**src/rtl/muldiv_pkg.sv**
```systemverilog
package muldiv_pkg;
  typedef enum logic [1:0] {
    OP_MUL_S = 2'd0,
    OP_MUL_L = 2'd1,
    OP_DIV_S = 2'd2,
    OP_DIV_L = 2'd3
  } md_op_e;

  function automatic logic op_is_div(md_op_e op);
    return op[1];
  endfunction

  function automatic logic op_is_long(md_op_e op);
    return op[0];
  endfunction
endpackage

```
**src/rtl/muldiv_ctrl.sv**
```systemverilog
module muldiv_ctrl
  import muldiv_pkg::*;
#(
  parameter int CNT_W  = 4,
  parameter int LAT_MS = 5,
  parameter int LAT_ML = 12,
  parameter int LAT_DS = 8,
  parameter int LAT_DL = 12,
  parameter int IT_MS  = 4,
  parameter int IT_ML  = 8,
  parameter int IT_DS  = 8,
  parameter int IT_DL  = 12
) (
  input  logic   clk_i,
  input  logic   rst_ni,
  input  logic   start_i,
  input  md_op_e op_i,
  output logic   load_o,
  output logic   step_o,
  output logic   busy_o,
  output logic   done_o
);
  logic             busy_q, done_q;
  logic [CNT_W-1:0] cnt_q, stp_q, it_lim_q;
  logic [CNT_W-1:0] lat_sel, it_sel;

  always_comb begin
    unique case (op_i)
      OP_MUL_S: begin lat_sel = CNT_W'(LAT_MS - 1); it_sel = CNT_W'(IT_MS); end
      OP_MUL_L: begin lat_sel = CNT_W'(LAT_ML - 1); it_sel = CNT_W'(IT_ML); end
      OP_DIV_S: begin lat_sel = CNT_W'(LAT_DS - 1); it_sel = CNT_W'(IT_DS); end
      default:  begin lat_sel = CNT_W'(LAT_DL - 1); it_sel = CNT_W'(IT_DL); end
    endcase
  end

  assign load_o = start_i && !busy_q;

  always_ff @(posedge clk_i or negedge rst_ni) begin
    if (!rst_ni) begin
      busy_q   <= 1'b0;
      done_q   <= 1'b0;
      cnt_q    <= '0;
      stp_q    <= '0;
      it_lim_q <= '0;
    end else begin
      done_q <= busy_q && (cnt_q == '0);
      if (load_o) begin
        busy_q   <= 1'b1;
        cnt_q    <= lat_sel;
        stp_q    <= '0;
        it_lim_q <= it_sel;
      end else if (busy_q) begin
        stp_q <= stp_q + 1'b1;
        if (cnt_q == '0) busy_q <= 1'b0;
        else             cnt_q  <= cnt_q - 1'b1;
      end
    end
  end

  assign step_o = busy_q && (stp_q < it_lim_q);
  assign busy_o = busy_q;
  assign done_o = done_q;


  done_pulse_chk: assert property (@(posedge clk_i) disable iff (!rst_ni)
    done_o |=> !done_o);

  busy_fall_chk: assert property (@(posedge clk_i) disable iff (!rst_ni)
    $fell(busy_o) |-> done_o);

  busy_hold_chk: assert property (@(posedge clk_i) disable iff (!rst_ni)
    busy_q && (cnt_q != '0) |=> busy_q && $stable(it_lim_q));
endmodule

```
**src/rtl/muldiv_mul.sv**
```systemverilog
module muldiv_mul #(
  parameter int A_W  = 24,
  parameter int B_W  = 16,
  parameter int STEP = 2,
  localparam int P_W = A_W + B_W
) (
  input  logic           clk_i,
  input  logic           rst_ni,
  input  logic           load_i,
  input  logic           step_i,
  input  logic [A_W-1:0] a_i,
  input  logic [B_W-1:0] b_i,
  output logic [P_W-1:0] prod_o
);
  logic [P_W-1:0] mcand_q, acc_q, acc_nxt;
  logic [B_W-1:0] mplier_q;
  logic [P_W-1:0] pp [STEP];

  for (genvar j = 0; j < STEP; j++) begin : g_pp
    assign pp[j] = mplier_q[j] ? (mcand_q << j) : '0;
  end

  always_comb begin
    acc_nxt = acc_q;
    for (int j = 0; j < STEP; j++) acc_nxt = acc_nxt + pp[j];
  end

  always_ff @(posedge clk_i or negedge rst_ni) begin
    if (!rst_ni) begin
      mcand_q  <= '0;
      mplier_q <= '0;
      acc_q    <= '0;
    end else if (load_i) begin
      mcand_q  <= {{B_W{1'b0}}, a_i};
      mplier_q <= b_i;
      acc_q    <= '0;
    end else if (step_i) begin
      acc_q    <= acc_nxt;
      mcand_q  <= mcand_q << STEP;
      mplier_q <= mplier_q >> STEP;
    end
  end

  assign prod_o = acc_q;


  acc_monotone_chk: assert property (@(posedge clk_i) disable iff (!rst_ni)
    step_i && !load_i |=> prod_o >= $past(prod_o));
endmodule

```
**src/rtl/muldiv_div.sv**
```systemverilog
module muldiv_div #(
  parameter int N_W  = 24,
  parameter int D_W  = 16,
  parameter int STEP = 2
) (
  input  logic           clk_i,
  input  logic           rst_ni,
  input  logic           load_i,
  input  logic           step_i,
  input  logic [N_W-1:0] dvd_i,
  input  logic [D_W-1:0] dsr_i,
  output logic [N_W-1:0] quo_o,
  output logic [D_W-1:0] rem_o
);
  logic [N_W-1:0] dvd_q, quo_q;
  logic [D_W-1:0] rem_q, dsr_q;
  logic [D_W-1:0] r [STEP+1];
  logic [STEP-1:0] qb;

  assign r[0] = rem_q;

  // restoring chain, one quotient bit per stage
  for (genvar j = 0; j < STEP; j++) begin : g_stage
    logic [D_W:0] trial, diff;
    logic         lt;
    assign trial = {r[j], dvd_q[N_W-1-j]};
    assign lt    = trial < {1'b0, dsr_q};
    assign diff  = trial - {1'b0, dsr_q};
    assign qb[STEP-1-j] = !lt;
    assign r[j+1] = lt ? trial[D_W-1:0] : diff[D_W-1:0];
  end

  always_ff @(posedge clk_i or negedge rst_ni) begin
    if (!rst_ni) begin
      dvd_q <= '0;
      quo_q <= '0;
      rem_q <= '0;
      dsr_q <= '0;
    end else if (load_i) begin
      dvd_q <= dvd_i;
      dsr_q <= dsr_i;
      quo_q <= '0;
      rem_q <= '0;
    end else if (step_i) begin
      dvd_q <= dvd_q << STEP;
      quo_q <= {quo_q[N_W-STEP-1:0], qb};
      rem_q <= r[STEP];
    end
  end

  assign quo_o = quo_q;
  assign rem_o = rem_q;


  rem_bound_chk: assert property (@(posedge clk_i) disable iff (!rst_ni)
    (dsr_q != '0) && !load_i |=> (dsr_q == '0) || (rem_q < dsr_q));
endmodule

```
**src/rtl/muldiv_seq.sv**
```systemverilog
module muldiv_seq
  import muldiv_pkg::*;
#(
  parameter int A_W    = 24,
  parameter int B_W    = 16,
  parameter int AS_W   = 16,
  parameter int BS_W   = 8,
  parameter int STEP   = 2,
  parameter int LAT_MS = 5,
  parameter int LAT_ML = 12,
  parameter int LAT_DS = 8,
  parameter int LAT_DL = 12
) (
  input  logic                 clk_i,
  input  logic                 rst_ni,
  input  logic                 start_i,
  input  logic [1:0]           op_i,
  input  logic [A_W-1:0]       opa_i,
  input  logic [B_W-1:0]       opb_i,
  output logic                 busy_o,
  output logic                 done_o,
  output logic                 dz_o,
  output logic [A_W+B_W-1:0]   prod_o,
  output logic [A_W-1:0]       quot_o,
  output logic [B_W-1:0]       rem_o
);
  localparam int P_W    = A_W + B_W;
  localparam int IT_MS  = (BS_W + STEP - 1) / STEP;
  localparam int IT_ML  = (B_W + STEP - 1) / STEP;
  localparam int IT_DS  = (AS_W + STEP - 1) / STEP;
  localparam int IT_DL  = (A_W + STEP - 1) / STEP;
  localparam int LAT_MX = (LAT_ML > LAT_DL) ? LAT_ML : LAT_DL;
  localparam int CNT_W  = $clog2(LAT_MX + 1);

  md_op_e         op_in, op_q;
  logic           load, step, dz_q, longm;
  logic [A_W-1:0] a_sel, dvd_sel, div_quo;
  logic [B_W-1:0] b_sel, div_rem;

  assign op_in = md_op_e'(op_i);
  assign longm = op_is_long(op_in);

  // short modes use only the low operand bits
  assign a_sel   = longm ? opa_i : {{(A_W-AS_W){1'b0}}, opa_i[AS_W-1:0]};
  assign b_sel   = longm ? opb_i : {{(B_W-BS_W){1'b0}}, opb_i[BS_W-1:0]};
  assign dvd_sel = longm ? opa_i : {opa_i[AS_W-1:0], {(A_W-AS_W){1'b0}}};

  muldiv_ctrl #(
    .CNT_W(CNT_W), .LAT_MS(LAT_MS), .LAT_ML(LAT_ML), .LAT_DS(LAT_DS), .LAT_DL(LAT_DL),
    .IT_MS(IT_MS), .IT_ML(IT_ML), .IT_DS(IT_DS), .IT_DL(IT_DL)
  ) u_ctrl (
    .clk_i  (clk_i),
    .rst_ni (rst_ni),
    .start_i(start_i),
    .op_i   (op_in),
    .load_o (load),
    .step_o (step),
    .busy_o (busy_o),
    .done_o (done_o)
  );

  always_ff @(posedge clk_i or negedge rst_ni) begin
    if (!rst_ni) begin
      op_q <= OP_MUL_S;
      dz_q <= 1'b0;
    end else if (load) begin
      op_q <= op_in;
      dz_q <= op_is_div(op_in) && (b_sel == '0);
    end
  end

  muldiv_mul #(.A_W(A_W), .B_W(B_W), .STEP(STEP)) u_mul (
    .clk_i (clk_i),
    .rst_ni(rst_ni),
    .load_i(load && !op_is_div(op_in)),
    .step_i(step && !op_is_div(op_q)),
    .a_i   (a_sel),
    .b_i   (b_sel),
    .prod_o(prod_o)
  );

  muldiv_div #(.N_W(A_W), .D_W(B_W), .STEP(STEP)) u_div (
    .clk_i (clk_i),
    .rst_ni(rst_ni),
    .load_i(load && op_is_div(op_in)),
    .step_i(step && op_is_div(op_q)),
    .dvd_i (dvd_sel),
    .dsr_i (b_sel),
    .quo_o (div_quo),
    .rem_o (div_rem)
  );

  assign quot_o = div_quo;
  assign rem_o  = dz_q ? '0 : div_rem;
  assign dz_o   = dz_q && !busy_o;


  dz_ones_chk: assert property (@(posedge clk_i) disable iff (!rst_ni)
    done_o && dz_o |-> (op_q == OP_DIV_S) ? (quot_o == {{(A_W-AS_W){1'b0}}, {AS_W{1'b1}}})
                                          : (quot_o == {A_W{1'b1}}));

  hold_chk: assert property (@(posedge clk_i) disable iff (!rst_ni)
    !busy_o && !start_i |=> $stable(prod_o) && $stable(quot_o) && $stable(rem_o) && $stable(dz_o));

  short_prod_chk: assert property (@(posedge clk_i) disable iff (!rst_ni)
    done_o && (op_q == OP_MUL_S) |-> prod_o[P_W-1:AS_W+BS_W] == '0);

  short_div_chk: assert property (@(posedge clk_i) disable iff (!rst_ni)
    done_o && (op_q == OP_DIV_S) |-> (quot_o[A_W-1:AS_W] == '0) && (rem_o[B_W-1:BS_W] == '0));
endmodule

```
**config.mk**
```make
export PLATFORM = sky130hd
export DESIGN_NAME = muldiv_seq
export DESIGN_NICKNAME = d
export VERILOG_FILES = /design/src/rtl/muldiv_pkg.sv /design/src/rtl/muldiv_ctrl.sv /design/src/rtl/muldiv_mul.sv /design/src/rtl/muldiv_div.sv /design/src/rtl/muldiv_seq.sv
export SDC_FILE = /design/constraint.sdc
export NUM_CORES = 1
export LEC_CHECK = 0
export BUFFER_PORTS_ARGS = -buffer_cell sky130_fd_sc_hd__buf_4
export CAP_MARGIN = 40
export CORE_AREA = 5 5 202 204
export CTS_CLUSTER_SIZE = 10
export DETAILED_ROUTE_END_ITERATION = 10
export DIE_AREA = 0 0 207 209
export PLACE_DENSITY = 0.56
export SETUP_SLACK_MARGIN = 0.4
export SKIP_CTS_REPAIR_TIMING = 1
export SYNTH_ARGS = -nofsm -noshare
export SYNTH_HDL_FRONTEND = slang
export SYNTH_SLANG_ARGS = --single-unit
```
**constraint.sdc**
```tcl
create_clock -name clk_i -period 4.2 [get_ports clk_i]
set_input_delay 0.84 -clock clk_i [delete_from_list [all_inputs] [get_ports clk_i]]
set_output_delay 0.84 -clock clk_i [all_outputs]
set_load 0.01 [all_outputs]
```
==> impl_metrics.tcl <==
set metrics [dict create \
    drc 0 \
    rsz0062_at_grt "yes" \
    syn_to_final_growth_pct 29.29 \
    worstMarginPinSlew_ns 0.8203 \
    die_w_um 207 \
    synth_most_common_cell "nand2_1" \
    dieArea_um2 43260 \
    ctsLongestPathBuffers 2 \
    seq_area_frac_synth_pct 35.69 \
    synth_top_family_by_area "compound AO/OA/AOI/OAI gates" \
    path_clk_slew_ns 0.08 \
    violations "negative setup slack" \
    fin_nets 1982 \
    synth_xor_area_share_pct 3.813 \
    synth_top_cell_area_share_pct 35.69 \
    drtPass1Iterations 6 \
    yosys_warnings 0 \
    fin_skew_ns 0.01367 \
    synth-main-ff-cell "dfrtp_1" \
    synth_compound_area_share_pct 20.12 \
    totalPowerFinal_mw 17.61 \
    vias 12110 \
    grt_max_degree 92 \
    insertion_delay_ns 0.46 \
    power_density_nw_per_um2 1023 \
    final_core_util_pct 44.06 \
    grt_pass1_wl_um 65540 \
    holdWs_ns 0.4239 \
    yosysUniqueCellTypes 68 \
    synth_edf_count 0 \
    htreeDepth 4 \
    maxSlewViolCount 0 \
    dp_slack_ns -0.2183 \
    critPathSlowestCell "dfrtp_1" \
    path_delay_family "compound AO/OA/AOI/OAI gates" \
    setup_tns_ns -0.5774 \
    syn_nets 1762 \
    final_cell_area_um2 17220 \
    setup.worst_path.end_class "flop" \
    max_freq_mhz 232.2 \
    p_leak_nw 8.529 \
    netlist_instances 1598 \
    cts_sinks 190 \
    dp_cells 2298 \
    cts_tree "done" \
    critPathRequiredTime_ns 4.55 \
    cap_violations 0 \
    cp_max_fo 8 \
    synthAdderAreaFrac_pct 13.49 \
    final_antenna_net_count 0 \
    hold_class "in2async" \
    overflow 0 \
    vias_per_cell 5.140 \
    critPathKind "reg2reg" \
    crit_buf_inv 1 \
    core_um2 39090 \
    finalWirelength_um 41230 \
    finalCritPeriodShare_pct 102.6 \
    grt.total_usage_pct 18.50 \
    ff2ff_setup_slack_ns -0.11 \
    syn-cell-area_um2 13320 \
    crit_chain "ha_4 -> a21oi_4 -> nand2_2 -> o211ai_4 -> a21oi_2 -> or2_4 -> a41oi_4 -> and2_4 -> a21o_1 -> ha_4 -> or3_1 -> o21ai_2 -> a21oi_2 -> a211o_1 -> nand2_2 -> a211oi_2 -> or2_4 -> buf_12 -> a32o_1 -> a21o_1" \
    synth-async-reset-ratio_pct 100.0 \
    num_antenna_cells 0 \
    yosys.area_share.simple_pct 18.09 \
    drive_above_1_share_pct 24.14 \
    synth_area_leaders "dfrtp_1, nand2_1, ha_1" \
    hpwl_um 30410 \
    drtIter0Drc 639 \
    start_util_pct 34.08 \
    yosysTopAreaCell "dfrtp_1" \
    cp_slowest_stage_delay_ns 0.42 \
    die_h_um 209 \
    synthMuxAreaShare_pct 1.399 \
    min_period_ns 4.307 \
    cts_buffers 17 \
    rows 73 \
    port_buffers 127 \
    io_pins 128 \
    place.gp.congestion 0.9213 \
    ir_worst_vdd_uv 653.7 \
    cts_root_buf "clkbuf_16" \
    syn-mean-instance-area_um2 8.336 \
    synth_common_cells "nand2_1, dfrtp_1, inv_1" \
    setup_ws_ns -0.1074 \
    grt_pass1_vias 12160 \
    antenna_found_initial 0 \
    fin_cells 2356 \
    hold_viol 0 \
    worstSetupStartpointType "flop" \
    maxSlewHeadroom_pct 45.31 \
    critPathArrivalTime_ns 4.66 \
    placed_area_um2 15880 \
    setup_viol 13 \
    post_drt_wl_per_cell_um 17.50 \
    yosys_register_bits 190 \
    status "complete, but fails checks" \
]
==> sequential cells by signal, summed over array words and instances, names as in the netlist <==
name / flops
u_ctrl.it_lim_q: 2
u_ctrl.stp_q: 4
u_div.dsr_q: 16
u_ctrl.done_o: 1
u_mul.mcand_q: 40
u_ctrl.busy_o: 1
u_div.dvd_q: 24
u_div.rem_o: 16
u_ctrl.cnt_q: 4
op_q: 1
dz_q: 1
u_div.quo_o: 24
u_mul.prod_o: 40
u_mul.mplier_q: 16
==> layout make-up <==
type / count / area [um^2]
Tap cell: 525 / 656.9
Fill cell: 3968 / 21870
Clock buffer: 17 / 425.4
Clock inverter: 15 / 206.4
Multi-Input combinational cell: 1151 / 8197
Timing Repair Buffer: 286 / 2336
Sequential cell: 190 / 4756
Inverter: 172 / 645.6
==> worst paths after layout <==
path,startpoint,to,cells past startpoint
max in group asynchronous,rst_ni,u_ctrl.cnt_q[3],2
min in group clk_i,u_ctrl.stp_q[3],u_ctrl.stp_q[3],1
max,u_div.rem_o[3],u_div.rem_o[10],20
min reg2reg,u_ctrl.stp_q[3],u_ctrl.stp_q[3],1
min,rst_ni,u_mul.prod_o[30],1
max reg2reg,u_div.rem_o[3],u_div.rem_o[10],20
==> report_power, final <==
part | switching, mW | leakage, nW | internal (mW)
registers | 0.574 | 2.48 | 2.53
logic | 6.70 | 5.75 | 6.07
clock network | 0.914 | 0.303 | 0.823
==> placed cells by master (no fill, tap or decap), types with 14 or more instances in the layout <==
master,count
a22oi_1,36
a21oi_1,68
a21oi_2,15
ha_4,14
a21o_1,43
fa_1,40
clkbuf_16,18
o21ai_0,95
ha_1,53
buf_4,263
xor2_1,24
nand3_1,105
nor3_1,15
xnor2_1,34
inv_1,164
dfrtp_1,189
nor2_1,56
nand2_1,270
nor2b_1,19
o21ai_1,16
==> layer usage <==
metal	GRT usage, %	routed length [um]	up-vias
met2	29.69	19240	247
met4	4.537	512	0
met1	26.11	19740	5917
met3	3.273	1739	28
met5	0	0	-
li1	-	-	5917
==> worst register-to-register path: stages, from the launching register on <==
cell and delay [ns]:
dfrtp_1 0.42, ha_4 0.26, a21oi_4 0.16, nand2_2 0.08, o211ai_4 0.23, a21oi_2 0.09, or2_4 0.25, a41oi_4 0.35
and2_4 0.28, a21o_1 0.16, ha_4 0.20, or3_1 0.38, o21ai_2 0.07, a21oi_2 0.06, a211o_1 0.29, nand2_2 0.08
a211oi_2 0.07, or2_4 0.27, buf_12 0.15, a32o_1 0.21, a21o_1 0.15
==> logic make-up after synthesis <==
| family | Yosys count |
|---|---|
| and+or+nand+nor | 545 |
| buffers and inverters | 257 |
| AOI/OAI and AO/OA | 411 |
| xor gates and xnor gates | 58 |
| muxes | 18 |
| adders and majority gates | 119 |
| DFF | 190 |
Note: power is estimated with default switching activity, not from simulation.
